**config.mk**
```make
export PLATFORM = sky130hd
export DESIGN_NAME = fabric_reg_bridge
export DESIGN_NICKNAME = d
export VERILOG_FILES = /design/src/rtl/fabric_bridge_pkg.sv /design/src/rtl/fabric_bridge_dec.sv /design/src/rtl/fabric_bridge_axi_if.sv /design/src/rtl/fabric_bridge_regs.sv /design/src/rtl/fabric_reg_bridge.sv
export SDC_FILE = /design/constraint.sdc
export NUM_CORES = 2
export LEC_CHECK = 0
export BUFFER_PORTS_ARGS = -buffer_cell sky130_fd_sc_hd__buf_4
export CORE_UTILIZATION = 45
export CTS_BUF_LIST = sky130_fd_sc_hd__clkbuf_8 sky130_fd_sc_hd__clkbuf_16
export CTS_CLUSTER_DIAMETER = 80
export DETAILED_ROUTE_END_ITERATION = 8
export PLACE_DENSITY_LB_ADDON = 0.12
export SYNTH_ARGS = -nofsm -noshare
export SYNTH_HDL_FRONTEND = slang
export SYNTH_HIERARCHICAL = 1
export SYNTH_SLANG_ARGS = --single-unit
```
**constraint.sdc**
```tcl
create_clock -name clk_i -period 2.9 [get_ports clk_i]
set_input_delay 0.145 -clock clk_i [delete_from_list [all_inputs] [get_ports clk_i]]
set_output_delay 0.145 -clock clk_i [all_outputs]
set_load 0.01 [all_outputs]
```
**src/rtl/fabric_bridge_pkg.sv**
```systemverilog
package fabric_bridge_pkg;
  typedef enum logic [1:0] {SEL_CTRL, SEL_STAT, SEL_DATA, SEL_NONE} reg_sel_e;

  localparam logic [1:0] RESP_OKAY   = 2'b00;
  localparam logic [1:0] RESP_SLVERR = 2'b10;

  localparam int unsigned SLOT_CTRL  = 0;
  localparam int unsigned SLOT_STAT  = 1;
  localparam int unsigned SLOT_DATA0 = 2;
  localparam int unsigned STAT_W     = 3;
  localparam int unsigned COMMIT_BIT = 0;
endpackage

```
**src/rtl/fabric_bridge_dec.sv**
```systemverilog
module fabric_bridge_dec
  import fabric_bridge_pkg::*;
#(
  parameter int unsigned ADDR_W = 12,
  parameter int unsigned N_DATA = 6,
  localparam int unsigned IDX_W = (N_DATA > 1) ? $clog2(N_DATA) : 1
) (
  input  logic [ADDR_W-1:0] addr_i,
  output reg_sel_e          sel_o,
  output logic [IDX_W-1:0]  idx_o
);
  localparam int unsigned SW = ADDR_W - 3;

  logic [SW-1:0] slot;
  logic [SW-1:0] rel;
  assign slot = addr_i[ADDR_W-1:3];
  assign rel  = slot - SW'(SLOT_DATA0);

  always_comb begin
    sel_o = SEL_NONE;
    idx_o = '0;
    if (addr_i[2:0] == 3'b000) begin
      if (slot == SW'(SLOT_CTRL))      sel_o = SEL_CTRL;
      else if (slot == SW'(SLOT_STAT)) sel_o = SEL_STAT;
      else if (slot >= SW'(SLOT_DATA0) && slot < SW'(SLOT_DATA0 + N_DATA)) begin
        sel_o = SEL_DATA;
        idx_o = IDX_W'(rel);
      end
    end
  end
endmodule

```
**src/rtl/fabric_bridge_axi_if.sv**
```systemverilog
module fabric_bridge_axi_if
  import fabric_bridge_pkg::*;
#(
  parameter int unsigned ADDR_W = 12,
  parameter int unsigned DATA_W = 64,
  localparam int unsigned STRB_W = DATA_W / 8
) (
  input  logic              clk_i,
  input  logic              rst_ni,
  input  logic [ADDR_W-1:0] s_awaddr_i,
  input  logic              s_awvalid_i,
  output logic              s_awready_o,
  input  logic [DATA_W-1:0] s_wdata_i,
  input  logic [STRB_W-1:0] s_wstrb_i,
  input  logic              s_wvalid_i,
  output logic              s_wready_o,
  output logic [1:0]        s_bresp_o,
  output logic              s_bvalid_o,
  input  logic              s_bready_i,
  input  logic [ADDR_W-1:0] s_araddr_i,
  input  logic              s_arvalid_i,
  output logic              s_arready_o,
  output logic [DATA_W-1:0] s_rdata_o,
  output logic [1:0]        s_rresp_o,
  output logic              s_rvalid_o,
  input  logic              s_rready_i,
  output logic              wr_en_o,
  output logic [ADDR_W-1:0] wr_addr_o,
  output logic [DATA_W-1:0] wr_data_o,
  output logic [STRB_W-1:0] wr_strb_o,
  input  logic              wr_ok_i,
  output logic [ADDR_W-1:0] rd_addr_o,
  input  logic [DATA_W-1:0] rd_data_i,
  input  logic              rd_ok_i
);
  logic              bvalid_q, rvalid_q;
  logic [1:0]        bresp_q, rresp_q;
  logic [DATA_W-1:0] rdata_q;
  logic              wr_fire, rd_fire;

  // address and data taken together; one response outstanding per channel
  assign wr_fire     = s_awvalid_i && s_wvalid_i && !bvalid_q;
  assign rd_fire     = s_arvalid_i && !rvalid_q;
  assign s_awready_o = wr_fire;
  assign s_wready_o  = wr_fire;
  assign s_arready_o = !rvalid_q;

  assign wr_en_o   = wr_fire;
  assign wr_addr_o = s_awaddr_i;
  assign wr_data_o = s_wdata_i;
  assign wr_strb_o = s_wstrb_i;
  assign rd_addr_o = s_araddr_i;

  always_ff @(posedge clk_i or negedge rst_ni) begin
    if (!rst_ni) begin
      bvalid_q <= 1'b0;
      bresp_q  <= RESP_OKAY;
    end else if (wr_fire) begin
      bvalid_q <= 1'b1;
      bresp_q  <= wr_ok_i ? RESP_OKAY : RESP_SLVERR;
    end else if (s_bready_i) begin
      bvalid_q <= 1'b0;
    end
  end

  always_ff @(posedge clk_i or negedge rst_ni) begin
    if (!rst_ni) begin
      rvalid_q <= 1'b0;
      rresp_q  <= RESP_OKAY;
      rdata_q  <= '0;
    end else if (rd_fire) begin
      rvalid_q <= 1'b1;
      rresp_q  <= rd_ok_i ? RESP_OKAY : RESP_SLVERR;
      rdata_q  <= rd_ok_i ? rd_data_i : '0;
    end else if (s_rready_i) begin
      rvalid_q <= 1'b0;
    end
  end

  assign s_bvalid_o = bvalid_q;
  assign s_bresp_o  = bresp_q;
  assign s_rvalid_o = rvalid_q;
  assign s_rresp_o  = rresp_q;
  assign s_rdata_o  = rdata_q;

  assert_bvalid_hold_R2: assert property (@(posedge clk_i) disable iff (!rst_ni)
    s_bvalid_o && !s_bready_i |=> s_bvalid_o && $stable(s_bresp_o));

  assert_rvalid_hold_R3: assert property (@(posedge clk_i) disable iff (!rst_ni)
    s_rvalid_o && !s_rready_i |=> s_rvalid_o && $stable(s_rdata_o) && $stable(s_rresp_o));

  assert_bresp_legal_R10: assert property (@(posedge clk_i) disable iff (!rst_ni)
    s_bvalid_o |-> (s_bresp_o == RESP_OKAY || s_bresp_o == RESP_SLVERR));

  assert_err_rdata_zero_R10: assert property (@(posedge clk_i) disable iff (!rst_ni)
    s_rvalid_o && s_rresp_o == RESP_SLVERR |-> s_rdata_o == '0);
endmodule

```
**src/rtl/fabric_bridge_regs.sv**
```systemverilog
module fabric_bridge_regs
  import fabric_bridge_pkg::*;
#(
  parameter int unsigned DATA_W = 64,
  parameter int unsigned N_DATA = 6,
  localparam int unsigned STRB_W = DATA_W / 8,
  localparam int unsigned WORD_W = N_DATA * DATA_W,
  localparam int unsigned IDX_W  = (N_DATA > 1) ? $clog2(N_DATA) : 1
) (
  input  logic              clk_i,
  input  logic              rst_ni,
  input  logic              wr_en_i,
  input  reg_sel_e          wr_sel_i,
  input  logic [IDX_W-1:0]  wr_idx_i,
  input  logic [DATA_W-1:0] wr_data_i,
  input  logic [STRB_W-1:0] wr_strb_i,
  input  reg_sel_e          rd_sel_i,
  input  logic [IDX_W-1:0]  rd_idx_i,
  output logic [DATA_W-1:0] rd_data_o,
  input  logic [STAT_W-1:0] stat_i,
  output logic [DATA_W-1:0] fab_ctrl_o,
  output logic [WORD_W-1:0] fab_word_o,
  output logic              fab_commit_o
);
  localparam logic [DATA_W-1:0] CTRL_MASK = ~(DATA_W'(1) << COMMIT_BIT);

  function automatic logic [DATA_W-1:0] merge(input logic [DATA_W-1:0] old_v,
                                              input logic [DATA_W-1:0] new_v,
                                              input logic [STRB_W-1:0] strb);
    logic [DATA_W-1:0] r;
    r = old_v;
    for (int b = 0; b < STRB_W; b++)
      if (strb[b]) r[b*8 +: 8] = new_v[b*8 +: 8];
    return r;
  endfunction

  logic [DATA_W-1:0] ctrl_q;
  logic [DATA_W-1:0] data_q [N_DATA];
  logic [WORD_W-1:0] data_flat;
  logic [WORD_W-1:0] word_q;
  logic              commit_q;
  logic [STAT_W-1:0] stat_q;
  logic              do_commit;

  assign do_commit = wr_en_i && wr_sel_i == SEL_CTRL
                     && wr_strb_i[COMMIT_BIT/8] && wr_data_i[COMMIT_BIT];

  always_ff @(posedge clk_i or negedge rst_ni) begin
    if (!rst_ni)                             ctrl_q <= '0;
    else if (wr_en_i && wr_sel_i == SEL_CTRL) ctrl_q <= merge(ctrl_q, wr_data_i, wr_strb_i) & CTRL_MASK;
  end

  for (genvar g = 0; g < N_DATA; g++) begin : g_data
    always_ff @(posedge clk_i or negedge rst_ni) begin
      if (!rst_ni) data_q[g] <= '0;
      else if (wr_en_i && wr_sel_i == SEL_DATA && wr_idx_i == IDX_W'(g))
        data_q[g] <= merge(data_q[g], wr_data_i, wr_strb_i);
    end
    assign data_flat[g*DATA_W +: DATA_W] = data_q[g];
  end

  // whole word moves on one edge; commit bit is never stored
  always_ff @(posedge clk_i or negedge rst_ni) begin
    if (!rst_ni) begin
      word_q   <= '0;
      commit_q <= 1'b0;
    end else begin
      commit_q <= do_commit;
      if (do_commit) word_q <= data_flat;
    end
  end

  always_ff @(posedge clk_i or negedge rst_ni) begin
    if (!rst_ni) stat_q <= '0;
    else         stat_q <= stat_i;
  end

  always_comb begin
    unique case (rd_sel_i)
      SEL_CTRL: rd_data_o = ctrl_q;
      SEL_STAT: rd_data_o = DATA_W'(stat_q);
      SEL_DATA: rd_data_o = data_q[rd_idx_i];
      default:  rd_data_o = '0;
    endcase
  end

  assign fab_ctrl_o   = ctrl_q;
  assign fab_word_o   = word_q;
  assign fab_commit_o = commit_q;

  assert_commit_single_R5: assert property (@(posedge clk_i) disable iff (!rst_ni)
    fab_commit_o |=> !fab_commit_o);

  assert_word_only_on_commit_R6: assert property (@(posedge clk_i) disable iff (!rst_ni)
    !fab_commit_o |-> $stable(fab_word_o));

  assert_ctrl_lsb_clear_R7: assert property (@(posedge clk_i) disable iff (!rst_ni)
    wr_en_i && wr_sel_i == SEL_CTRL |=> !fab_ctrl_o[COMMIT_BIT]);
endmodule

```
**src/rtl/fabric_reg_bridge.sv**
```systemverilog
module fabric_reg_bridge
  import fabric_bridge_pkg::*;
#(
  parameter int unsigned ADDR_W = 12,
  parameter int unsigned DATA_W = 64,
  parameter int unsigned N_DATA = 6,
  localparam int unsigned STRB_W = DATA_W / 8,
  localparam int unsigned WORD_W = N_DATA * DATA_W
) (
  input  logic              clk_i,
  input  logic              rst_ni,
  input  logic [ADDR_W-1:0] s_awaddr_i,
  input  logic              s_awvalid_i,
  output logic              s_awready_o,
  input  logic [DATA_W-1:0] s_wdata_i,
  input  logic [STRB_W-1:0] s_wstrb_i,
  input  logic              s_wvalid_i,
  output logic              s_wready_o,
  output logic [1:0]        s_bresp_o,
  output logic              s_bvalid_o,
  input  logic              s_bready_i,
  input  logic [ADDR_W-1:0] s_araddr_i,
  input  logic              s_arvalid_i,
  output logic              s_arready_o,
  output logic [DATA_W-1:0] s_rdata_o,
  output logic [1:0]        s_rresp_o,
  output logic              s_rvalid_o,
  input  logic              s_rready_i,
  output logic [DATA_W-1:0] fab_ctrl_o,
  output logic [WORD_W-1:0] fab_word_o,
  output logic              fab_commit_o,
  input  logic              fab_configured_i,
  input  logic              fab_busy_i,
  input  logic              fab_result_valid_i
);
  localparam int unsigned IDX_W = (N_DATA > 1) ? $clog2(N_DATA) : 1;

  logic              wr_en;
  logic [ADDR_W-1:0] wr_addr, rd_addr;
  logic [DATA_W-1:0] wr_data, rd_data;
  logic [STRB_W-1:0] wr_strb;
  reg_sel_e          wr_sel, rd_sel;
  logic [IDX_W-1:0]  wr_idx, rd_idx;

  fabric_bridge_axi_if #(.ADDR_W(ADDR_W), .DATA_W(DATA_W)) u_axi (
    .clk_i, .rst_ni,
    .s_awaddr_i, .s_awvalid_i, .s_awready_o,
    .s_wdata_i, .s_wstrb_i, .s_wvalid_i, .s_wready_o,
    .s_bresp_o, .s_bvalid_o, .s_bready_i,
    .s_araddr_i, .s_arvalid_i, .s_arready_o,
    .s_rdata_o, .s_rresp_o, .s_rvalid_o, .s_rready_i,
    .wr_en_o(wr_en), .wr_addr_o(wr_addr), .wr_data_o(wr_data), .wr_strb_o(wr_strb),
    .wr_ok_i(wr_sel != SEL_NONE),
    .rd_addr_o(rd_addr), .rd_data_i(rd_data), .rd_ok_i(rd_sel != SEL_NONE)
  );

  fabric_bridge_dec #(.ADDR_W(ADDR_W), .N_DATA(N_DATA)) u_wdec (
    .addr_i(wr_addr), .sel_o(wr_sel), .idx_o(wr_idx)
  );

  fabric_bridge_dec #(.ADDR_W(ADDR_W), .N_DATA(N_DATA)) u_rdec (
    .addr_i(rd_addr), .sel_o(rd_sel), .idx_o(rd_idx)
  );

  fabric_bridge_regs #(.DATA_W(DATA_W), .N_DATA(N_DATA)) u_regs (
    .clk_i, .rst_ni,
    .wr_en_i(wr_en), .wr_sel_i(wr_sel), .wr_idx_i(wr_idx),
    .wr_data_i(wr_data), .wr_strb_i(wr_strb),
    .rd_sel_i(rd_sel), .rd_idx_i(rd_idx), .rd_data_o(rd_data),
    .stat_i({fab_result_valid_i, fab_busy_i, fab_configured_i}),
    .fab_ctrl_o, .fab_word_o, .fab_commit_o
  );
endmodule

```
Yosys cells after proc, flatten, opt, wreduce, memory -nomap -nowiden
Cells that the tools add are included.

Reductions and logical operators: 82. Equal/unequal tests: 12. Bitwise operators: 1. Mux-type cells: 27. Add/subtract/negate cells: 2. Order comparisons: 5.

Operator list (number): $bmux W64 S3 (1); $mux W64 (3); $pmux W64 S3 (1); $reduce_and A2 Y1 (56); $mux W3 (8); $eq A9 B1 Y1 const B (2); $ge A9 B2 Y1 const B (2); $logic_not A9 Y1 (2); $lt A9 B4 Y1 const B (2); $mux W2 (8); $logic_and A1 B1 Y1 (15); $logic_not A3 Y1 (3); $eq A3 B2 Y1 const B (2); $eq A3 B3 Y1 const B (2); $mux W1 (6); $sub A3 B2 Y3 const B (2); $eq A2 B2 Y1 const B (2); $ge A4 B4 Y1 const B (1); $logic_not A2 Y1 (2); $ne A2 B2 Y1 const B (2); $not A3 Y4 (1); $reduce_bool A2 Y1 (2); $eq A3 B1 Y1 const B (1); $eq A2 B1 Y1 const B (1); $logic_not A1 Y1 (2).

Word-level logic and storage cells: 193. Bits of input ports: 106. Output and inout bits: 522. Register bits: 905.

Logic depth before layout (Yosys ltp)
Depth in word-level cells: 12. Gate-level depth with buffers: 12. Mapped depth without buffers: 9.

Modules after synthesis
The synthesis kept the hierarchy.

By module, submodules not included: fabric_bridge_regs (area each 35008.6 µm², times used 1, seq. area each 20895.0 µm², cells each 2268); fabric_bridge_axi_if (area each 3747.3 µm², times used 1, seq. area each 1701.6 µm², cells each 387); fabric_bridge_dec (area each 146.4 µm², times used 2, seq. area each 0.0 µm², cells each 19); fabric_reg_bridge (area each 7.5 µm², times used 1, seq. area each 0.0 µm², cells each 2).

Worst setup path before layout
Ideal clock, no wire load.

Path type: input to register. Start: input s_araddr_i[10]. End: register u_axi.rdata_q[3] (netlist: u_axi/s_rdata_o[3]). Setup time: 126 ps. Cell stages on the path: 11. Required time: 2774 ps. Buffers on the path: 3. Slack: 472 ps. Arrival: 2303 ps. Cell sequence: buf_4 > nor4_4 > nand3_2 > nor4_1 > clkbuf_1 > buf_2 > mux2_2 > a222oi_1 > a211oi_1 > nand2_1 > mux2i_1.

Word-level cells in the longest chain between the ends: 12. Elaborated cells on any way between the ends: 23. Classes of those cells: order compare (2); eq/ne (4); mux (13); bitwise (1); reduce/logical (3).

Ends and longest elaborated chain: start, declared (RTL line fabric_reg_bridge.sv:22) `input logic [ADDR_W-1:0] s_araddr_i,`; $ge A9 B2 Y1 / $lt A9 B4 Y1 (equally long branches) (RTL line fabric_bridge_dec.sv:25) `else if (slot >= SW'(SLOT_DATA0) && slot < SW'(SLOT_DATA0 + N_DATA)) begin`; $logic_and A1 B1 Y1 (RTL line fabric_bridge_dec.sv:25); $mux W3 (RTL line fabric_bridge_dec.sv:25); $mux W3 (RTL line fabric_bridge_dec.sv:24) `else if (slot == SW'(SLOT_STAT)) sel_o = SEL_STAT;`; $mux W3 * (RTL line fabric_bridge_dec.sv:23) `if (slot == SW'(SLOT_CTRL)) sel_o = SEL_CTRL;`; $mux W3 * (RTL line fabric_bridge_dec.sv:22) `if (addr_i[2:0] == 3'b000) begin`; via rd_idx[1] (RTL line fabric_reg_bridge.sv:43) `logic [IDX_W-1:0] wr_idx, rd_idx;`; $not A3 Y4 (implied by the code) * (RTL line fabric_bridge_regs.sv:82) `SEL_DATA: rd_data_o = data_q[rd_idx_i];`; $bmux W64 S3 * (RTL line fabric_bridge_regs.sv:82); $mux W64 (implied by the code) * (2 in a row) (RTL line fabric_bridge_regs.sv:82); $pmux W64 S3 * (RTL line fabric_bridge_regs.sv:79) `unique case (rd_sel_i)`; via rd_data[3] (RTL line fabric_reg_bridge.sv:40) `logic [DATA_W-1:0] wr_data, rd_data;`; $mux W64 * (RTL line fabric_bridge_axi_if.sv:74) `rdata_q <= rd_ok_i ? rd_data_i : '0;`; end signal, assigned (RTL line fabric_bridge_axi_if.sv:74); end, declared (RTL line fabric_bridge_axi_if.sv:38) `logic [DATA_W-1:0] rdata_q;`.

The timed path passes the listed nets; every way through them passes the cells marked *. The select of a mux whose other input is x is not followed. A chain may end at the register's enable or synchronous reset.

Final worst setup path
Start: input s_araddr_i[10]. End: register u_axi.rdata_q[53] (netlist: u_axi/s_rdata_o[53]).

Same word-level chain as after synthesis.

==> key figures <==
Run status
  • Status: finished clean

Pwr
  • Clock group share of total power: 0.487
  • Logic gate share of total power: 0.033
  • PwrDens: about 530 nW/µm²
  • Switch share: 0.216
  • Total power: 26300 µW
  • NetSw: around 5700 µW
  • Total internal power: a little over 20000 µW
  • Worst VDD drop: roughly 0.00047 V
  • Reg power frac: 0.480
  • Leakage: ~0.026 µW

Route
  • Total wire length: about 120 mm
  • Total number of vias: 25500
  • DRT antenna net count: 0
  • 1st-iter DRT viols: 1427
  • Via density per instance: between 5 and 6
  • Remaining DRCs: 0
  • WL/cell: about 26 µm
  • Drt first pass iters: 6

Finish
  • Final nets: ~3500
  • Area grow syn2layout: 27.1%
  • Layout cell share with drive strength beyond 1: 0.567
  • Post-Layout Cell Count: 4600
  • Fillers: ~7000
  • Core Util, Final: 0.580

Die
  • Standard-cell rows: around 110
  • Ports: ~630
  • Die Y-Extent: between 200 and 300 µm
  • Core ar.: ~86000 µm²
  • Initial core utilization: 0.457
  • Die Area: between 80000 and 90000 µm²
  • Chip width: just under 300 µm

Hold path
  • Min-delay src: s_wstrb_i[5]
  • Hold Crit Depth: 3
  • Hold Path Sink: u_regs/data_flat[298]
  • Hold WC Path Type: input pin to flop

Clock tree
  • Clock Latency Late Sink: between 600 and 700 ps
  • Htree depth: 3
  • Total CTS buffers: 97
  • Clock slew at reported path FFs: roughly 60 ps
  • Post-cts sizing count: 0
  • Root Driver: clkbuf_16
  • CTS tree: yes
  • # clock sinks: roughly 900
  • Clock Tree Buf Depth: 3

Worst setup path
  • Element type at the critical path end: flop
  • Crit-path max FO: 13
  • Arr. time, crit path: 3360 ps
  • FF-to-FF setup slack: between 300 and 400 ps
  • Required @ worst endpoint: 3470 ps
  • Worst path cell trace: buf_4, nor4_4, nand3_2, nor4b_2, nor2b_2, a222oi_1, a211oi_1, nand2_1, mux2i_1
  • Critical R2R Launch: u_axi/s_bvalid_o
  • Worst setup SP type: input pin
  • Setup CP Type: input pin to flop
  • Critical path's largest stage delay: around 1000 ps
  • Reg2reg path depth: 5
  • FF-to-FF End: u_regs/data_flat[31]
  • Slowest cell on crit path: nor2b_2

GRT
  • Gr usage total: 0.272
  • First-pass GRT wire length: 176 mm
  • Congestion Overflow GR: 0
  • Initial antenna violation count: 7
  • Largest net degree at the start of global routing: 73
  • Number of global-route vias before repair: about 27000

Logic synthesis
  • Synth area leaders: dfrtp_1, mux2_2, buf_4
  • #FFs+latches synth: between 900 and 1000
  • Post-synth EDFFs: 0
  • Synth warnings: 6
  • Post-synth top flop: dfrtp_1
  • Post-synth top cells: mux2_2, dfrtp_1, buf_4, buf_2, inv_1
  • Post-Syn Instances: roughly 2700
  • Most numerous cell in the Yosys netlist: mux2_2
  • Mapped Area: between 30000 and 40000 µm²
  • Sequential share of the synthesized area: 0.579
  • Post-synth cell types: between 40 and 50
  • Mean Syn Cell Area: ~14 µm²
  • Post-synth top area share: 0.579
  • Ys async rst share: 1.00
  • Leading area contributor after synthesis: dfrtp_1

Timing
  • Final Hold Viols: 0
  • Fmax: between 300 and 400 MHz
  • Hold slack: between 80 and 90 ps
  • Period utilization: 0.963
  • Setup WS post-layout: 107 ps
  • Final setup vio count: 0
  • Slew headroom: 0.111
  • Clock Skews: roughly 21 ps
  • Actual slew at the worst max-slew pin: 1330 ps
  • Tmin final: approximately 2800 ps
  • Slew Viols, Final: 0
  • Unrepaired setup endpoints after global routing: false

Place
  • Placed Instances: around 4300
  • GPL Wtd Cong: a little under 0.9
  • Worst slack, placed: -511 ps
  • HPWL after detailed placement: approximately 85 mm
  • Port-buffer cells: approximately 620

Job
  • Max-cap violations: 0
[sequential cells by signal, indices dropped and copies added, names as in the netlist]
name	flops
u_regs/data_flat	384
u_regs/fab_word_o	384
u_axi/s_rdata_o	64
u_regs/fab_ctrl_o	63
u_regs/stat_q	3
u_axi/s_bresp_o	1
u_axi/s_bvalid_o	1
u_axi/s_rresp_o	1
u_axi/s_rvalid_o	1
u_regs/fab_commit_o	1
[cells by family after synthesis]
group,count (synthesis),share of synthesized area
AO/OA/AOI/OAI,139,0.0304
adder cells (fa/ha/maj),2,0.000641
buffers and inverters,336,0.0465
flip-flops,903,0.579
multiplexers,1088,0.312
other,2,0.000192
AND/OR/NAND/NOR,225,0.0319
[cells in the final DEF (no fill, tap or decap), types with 10 or more instances in the layout]
| cell | n |
|---|---|
| mux2i_1 | 66 |
| clkinv_2 | 15 |
| buf_4 | 705 |
| buf_12 | 60 |
| clkbuf_8 | 21 |
| mux2_1 | 32 |
| dlygate4sd3_1 | 73 |
| inv_1 | 98 |
| a222oi_1 | 61 |
| bufinv_16 | 10 |
| clkbuf_16 | 100 |
| nand3_2 | 27 |
| nor2_1 | 67 |
| and3_1 | 16 |
| a211oi_1 | 61 |
| nand2_1 | 69 |
| dfrtp_1 | 903 |
| mux2_2 | 989 |
[what timing repair did]
| item | in CTS | in global routing |
|---|---|---|
| setup buffers | 0 | 3 |
| hold buffers | 73 | 0 |
| setup endpoints to repair | 0 | 1 |
| hold endpoints to repair | 542 | 0 |
[worst max-delay path, delay by kind of cell]
family / cells / cell delay [ps]
simple gates: 5 / 2440
compound gates: 2 / 510
mux: 1 / 140
buf+inv: 1 / 130
[per-layer routing]
layer  vias to the layer above  track usage  routed length (µm)  part of all wire
met5                         -            0                  31           0.00026
met4                         4        0.102                4090             0.034
met3                       201       0.0500                7610             0.063
met2                       887        0.443               58300              0.48
met1                     13400        0.361               50800              0.42
li1                      11000            -                   -                 -
[how the worst max path moves through the flow]
stage | to | slack, ps | cells past startpoint | startpoint
final | u_axi/s_rdata_o[53] | 110 | 9 | s_araddr_i[10]
after global routing | u_axi/s_rdata_o[4] | 60 | 9 | s_araddr_i[10]
after CTS | u_axi/s_rdata_o[44] | 170 | 10 | s_araddr_i[10]
after detailed placement | u_axi/s_rdata_o[44] | -510 | 10 | s_araddr_i[10]
after global placement | u_axi/s_rdata_o[41] | -470 | 10 | s_araddr_i[10]
after floorplan | u_axi/s_rdata_o[3] | 470 | 11 | s_araddr_i[10]
[stage by stage]
stage	TNS, ps	instance area (µm²)
2_1_floorplan	0	39100
3_3_place_gp	-20450	45500
3_5_place_dp	-29030	45500
4_1_cts	0	49600
5_1_grt	0	49600
6_report	0	49600
[power by group through the flow]
stage          combinational, µW  sequential, µW  clock [µW]
6_report                     855           12600       12800
5_1_grt                      940           12600       13500
4_1_cts                      873           12600       13000
3_5_place_dp                 788           12800           0
3_3_place_gp                 770           12800           0
2_1_floorplan                303           12800           0
[area by class of cell]
type                       instances  area (µm²)  area share
multi-input combinational       1458       14700       0.297
antenna                            5        12.5    0.000252
clock inverter                    54         549      0.0111
tap                             1144        1430      0.0288
clock buffer                     121        2790      0.0562
sequential                       903       22600       0.455
inverter                          76         285     0.00575
timing repair buffer             839        7240       0.146
(Power assumes the default switching activity.)
